<file path="src/rtl/rsv_pkg.sv">
package rsv_pkg;
  typedef enum logic [2:0] {
    KIND_STORE  = 3'd0,
    KIND_RMW_RD = 3'd1,
    KIND_RMW_WR = 3'd2,
    KIND_LL     = 3'd3,
    KIND_SC     = 3'd4
  } kind_e;

  // Strobes from control to datapath
  typedef struct packed {
    logic respond;   // produce a response next cycle
    logic setRes;    // fill the requester's slot
    logic checkSc;   // evaluate a conditional store
    logic clrLine;   // clear every slot on the line
    logic clrOwn;    // clear the requester's slot if the line matches
    logic blk;       // queue hold pulse
    logic unblk;     // queue release pulse
  } strobes_t;
endpackage

</file>
<file path="src/rtl/rsv_ctrl.sv">
module rsv_ctrl
  import rsv_pkg::*;
(
  input  logic       doneValid,
  input  logic [2:0] doneKind,
  output strobes_t   stb
);
  always_comb begin
    stb = '0;
    if (doneValid) begin
      unique case (doneKind)
        KIND_STORE:  begin stb.respond = 1'b1; stb.clrOwn = 1'b1; end
        KIND_RMW_RD: begin stb.respond = 1'b1; stb.clrOwn = 1'b1; stb.blk = 1'b1; end
        KIND_RMW_WR: begin stb.respond = 1'b1; stb.clrOwn = 1'b1; stb.unblk = 1'b1; end
        KIND_LL:     begin stb.respond = 1'b1; stb.setRes = 1'b1; end
        KIND_SC:     begin stb.respond = 1'b1; stb.checkSc = 1'b1; stb.clrLine = 1'b1; end
        default:     stb = '0;
      endcase
    end
  end
endmodule

</file>
<file path="src/rtl/rsv_store.sv">
module rsv_store
  import rsv_pkg::*;
#(
  parameter int NUM_REQ = 4,
  parameter int LINE_W  = 26,
  localparam int REQ_W  = (NUM_REQ > 1) ? $clog2(NUM_REQ) : 1
) (
  input  logic              clk,
  input  logic              rst_n,
  input  strobes_t          stb,
  input  logic [LINE_W-1:0] doneLine,
  input  logic [REQ_W-1:0]  doneReq,
  output logic              respValid,
  output logic              respPass,
  output logic              blockReq,
  output logic              unblockReq,
  output logic [LINE_W-1:0] ctrlLine
);
  logic [NUM_REQ-1:0] slotValid;
  logic [LINE_W-1:0]  slotLine [NUM_REQ];
  logic [NUM_REQ-1:0] lineHit;
  logic [NUM_REQ-1:0] isOwner;

  for (genvar i = 0; i < NUM_REQ; i++) begin : g_slot
    assign isOwner[i] = (doneReq == REQ_W'(i));
    assign lineHit[i] = slotValid[i] && (slotLine[i] == doneLine);

    always_ff @(posedge clk) begin
      if (!rst_n) begin
        slotValid[i] <= 1'b0;
        slotLine[i]  <= '0;
      end else if (stb.setRes && isOwner[i]) begin
        slotValid[i] <= 1'b1;
        slotLine[i]  <= doneLine;
      end else if (lineHit[i] && (stb.clrLine || (stb.clrOwn && isOwner[i]))) begin
        slotValid[i] <= 1'b0;
      end
    end
  end

  logic scHit;
  assign scHit = |(lineHit & isOwner);

  always_ff @(posedge clk) begin
    if (!rst_n) begin
      respValid  <= 1'b0;
      respPass   <= 1'b0;
      blockReq   <= 1'b0;
      unblockReq <= 1'b0;
      ctrlLine   <= '0;
    end else begin
      respValid  <= stb.respond;
      respPass   <= stb.respond && (!stb.checkSc || scHit);
      blockReq   <= stb.blk;
      unblockReq <= stb.unblk;
      if (stb.respond) ctrlLine <= doneLine;
    end
  end
endmodule

</file>
<file path="src/rtl/rsv_monitor.sv">
module rsv_monitor
  import rsv_pkg::*;
#(
  parameter int NUM_REQ = 4,
  parameter int LINE_W  = 26,
  localparam int REQ_W  = (NUM_REQ > 1) ? $clog2(NUM_REQ) : 1
) (
  input  logic              clk,
  input  logic              rst_n,
  input  logic              doneValid,
  input  logic [2:0]        doneKind,
  input  logic [LINE_W-1:0] doneLine,
  input  logic [REQ_W-1:0]  doneReq,
  output logic              respValid,
  output logic              respPass,
  output logic              blockReq,
  output logic              unblockReq,
  output logic [LINE_W-1:0] ctrlLine
);
  strobes_t stb;

  rsv_ctrl u_ctrl (
    .doneValid (doneValid),
    .doneKind  (doneKind),
    .stb       (stb)
  );

  rsv_store #(.NUM_REQ(NUM_REQ), .LINE_W(LINE_W)) u_store (
    .clk        (clk),
    .rst_n      (rst_n),
    .stb        (stb),
    .doneLine   (doneLine),
    .doneReq    (doneReq),
    .respValid  (respValid),
    .respPass   (respPass),
    .blockReq   (blockReq),
    .unblockReq (unblockReq),
    .ctrlLine   (ctrlLine)
  );
endmodule

</file>
<file path="config.mk">
export PLATFORM = sky130hd
export DESIGN_NAME = rsv_monitor
export DESIGN_NICKNAME = d
export VERILOG_FILES = /design/src/rtl/rsv_pkg.sv /design/src/rtl/rsv_ctrl.sv /design/src/rtl/rsv_store.sv /design/src/rtl/rsv_monitor.sv
export SDC_FILE = /design/constraint.sdc
export NUM_CORES = 1
export LEC_CHECK = 0
export ABC_CLOCK_PERIOD_IN_PS = 5500
export BUFFER_PORTS_ARGS = -buffer_cell sky130_fd_sc_hd__buf_2
export CAP_MARGIN = 20
export CORE_ASPECT_RATIO = 0.6
export CORE_MARGIN = 5
export CORE_UTILIZATION = 40
export DETAILED_ROUTE_END_ITERATION = 6
export GPL_TIMING_DRIVEN = 0
export PLACE_DENSITY = 0.64
export SYNTH_ARGS = -nofsm -noshare
export SYNTH_HDL_FRONTEND = slang
export SYNTH_SLANG_ARGS = --single-unit
export TNS_END_PERCENT = 20
</file>
<file path="constraint.sdc">
create_clock -name clk -period 5.5 [get_ports clk]
set_clock_uncertainty 0.15 [all_clocks]
set_input_delay 0.55 -clock clk [delete_from_list [all_inputs] [get_ports clk]]
set_output_delay 0.55 -clock clk [all_outputs]
set_load 0.1 [all_outputs]
</file>
==> metrics.txt <==
Final WS setup between 3000 and 4000 ps; routed length per placed instance between 15 and 20 microns; M2 GR Usage 22.36%; Syn Std Cell Area 0.006792 sq mm; DR DRC count 0; Synth Area in Simple Gates 18.90%; Worst Setup Path Type in -> reg; layout cells sized above 1 24.00%; R2R cell count 6; grt met1 use 24.85%; Hold Startpoint doneKind[1]; first-pass GRT wire length between 20 and 25 mm; Post-Syn Nets 590; final setup vio count 0; Startpoint Class primary input; die area 0.01977 sq mm; routing usage on met3 3.681%; cell family with most CP delay compound AO/OA/AOI/OAI gates; max incr delay on CP 810 ps; post-CTS sizing 0; dpl cells 821; critical path data required time about 5500 ps; number of DRC markers in iteration 0 between 200 and 300; hold buffers post-CTS 0; Crit path depth 5; WL final approximately 15 mm; WHS Path Cells 2; Worst R2R Start u_store.slotLine[2][9]; Die Ht 110.9 microns; total grt overflow 0; fin area around 0.0079 sq mm; final critical-path required period between 2000 and 2500 ps; Pre-antenna DRT Iters 4; Clock transition at path regs 60 ps; post-synthesis xor/xnor area fraction a little over an eighth; RePlAce Congestion 0.8856; Peak VDD IR 178.1 uV; Post CTS Setup Buffer Count 0; CP Launch Point doneValid; Final HPWL DP 11.15 mm; post-route ant nets 0; clock sink count 138; Slowest-stage cell, CP o21ai_2; number of buffers created by CTS 17; DR vias approximately 4,300; Layout Cells excl Fill around 850; multi-input logic area 0.002636 sq mm; status completed; Worst Setup End Kind flop; Reg area 0.003804 sq mm; IO Port Bufs 33; Max Cap Viol 0; crit-path cells buf_2 -> nor2b_4 -> nand3_1 -> o21ai_2 -> buf_8; setup TNS 0 ps; Most Used Layer, Global Route met1; post-synthesis adder-cell area fraction 0%; # IOs 64; Chip Width around 180 microns; Hold Path Class in -> reg; mean number of vias per cell 5.029; dpl cell area approximately 0.0074 sq mm; Place WS between 2000 and 3000 ps; core footprint about 0.016 sq mm; Yosys reg bits about 140; final hold vios 0; Max Freq roughly 0.43 GHz; final core occ approximately half; main combinational cell family by area after synthesis simple AND/OR/NAND/NOR gates; worst path bufs/invs 2; nets 646; initial antenna violation count 1; Root Driver clkbuf_16; Syn Inst Count about 560; Compound-Gate Fraction of Synth Area under 10%; PwrDens 329.5 mW/mm^2; Worst Tran Pin Value 890.2 ps; P&R area growth vs syn 16.60%; clk buf depth 2; post-synth cell types 42; GRT Overall Usage 16.16%; crit share post-route roughly 43%; FILL cells between 1,000 and 1,500; pin count of the biggest net entering global routing 20; Leak 2.854 nW; vias in the first global route 4,238; post-synthesis mux area share 0%; Initial Util 41.31%; Yosys warning count 0; synthesized area per cell 12.21 sq um; critical-path maximum fanout 14; unrepaired setup endpoints after global routing false; Core Rows 36; H-Tree Depth 4; Skew-Pair Late Insertion Delay 420 ps; WP data arrival 2320 ps; relative slew slack 40.66%; diodes inserted 0; Slew Viols, Final 0; post-synthesis sequential area ratio 56.01%; TritonCTS clock tree done
## cell families (layout without fill, tap and decap cells)
kind of cell / after synthesis / in the layout
simple gates: 219 / 219
flops: 138 / 138
buf+inv: 48 / 117
xor+xnor: 104 / 104
compound gates: 47 / 47
## placed cells by master (no fill, tap or decap), types with 4 or more instances in the layout
master	synthesis	layout
a21boi_0	6	6
xor2_1	42	42
nand2_1	49	49
dfxtp_1	34	34
clkbuf_1	6	8
clkbuf_8	10	10
nand2_2	10	10
buf_2	8	41
buf_4	11	11
a21boi_2	20	20
xnor2_1	62	62
o22ai_1	4	4
nor2_1	4	4
clkinv_4	0	5
clkbuf_16	0	19
and2_1	104	104
clkbuf_2	8	8
edfxtp_1	104	104
nor4_1	10	10
nand4_1	20	20
nor3_1	7	7
## power breakdown
part	total (W)	leakage [nW]	internal, W	switching (W)
clock	0.00109	0.283	0.000636	0.000456
combinational	0.000319	1.30	0.000105	0.000214
sequential	0.00120	1.27	0.00117	0.0000245
## final timing paths
path	end	slack (ps)
max reg2reg	u_store.respPass	3370
min reg2reg	u_store.ctrlLine[20]	300
min	u_store.blockReq	250
max	u_store.slotLine[2][13]	3160
## sequential cells by signal, indices dropped and copies added, names as in the netlist
register            count
u_store.slotValid       4
u_store.respPass        1
u_store.blockReq        1
u_store.unblockReq      1
u_store.ctrlLine       26
u_store.slotLine      104
u_store.respValid       1
## final cells by class
cell class              count  share of cell area (%)
plain buffers              46                   4.661
clock buffers              21                   6.099
clock inverters            11                   1.059
inverters                   2                 0.09480
multi-input cells         370                   33.29
flip-flops and latches    138                   48.03
well taps                 228                   3.602
repair buffers             37                   3.160
## metal layers
metal  share of wire (%)  vias up
li1                    -     2003
met1                  50     2122
met2                  42      146
met3                 7.1       19
met4                 1.4        0
met5                   0        -
## synth_stat cells, drive strengths merged
master  instances  share of area, %
o211ai          3              0.33
buf            22               2.5
nor2            5              0.31
nand3           1             0.074
and2          105               9.7
nor4           10              0.92
nor3b           3              0.50
clkbuf         24               2.9
o21a            3              0.33
edfxtp        104                46
xor2           42               5.4
nand2          59               3.6
dfxtp          34                10
a21boi         26               4.0
o31a            2              0.28
xnor2          62               8.0
o31ai           2              0.22
or2             2              0.18
nand2b          4              0.48
inv             2              0.11
o32ai           2              0.26
nand4          21               2.2
o22ai           4              0.37
nor3            8              0.76
nor2b           1              0.20
o21ai           5              0.37
## through the flow
| stage | hold slack [ps] | total power [W] |
|---|---|---|
| 2_1_floorplan | 285.3 | 0.001465 |
| 3_3_place_gp | 293.5 | 0.001527 |
| 3_5_place_dp | 297.9 | 0.001542 |
| 4_1_cts | 229.8 | 0.002622 |
| 5_1_grt | 242.3 | 0.002694 |
| 6_report | 250.3 | 0.002609 |
Power figures use the tool's default switching activity.
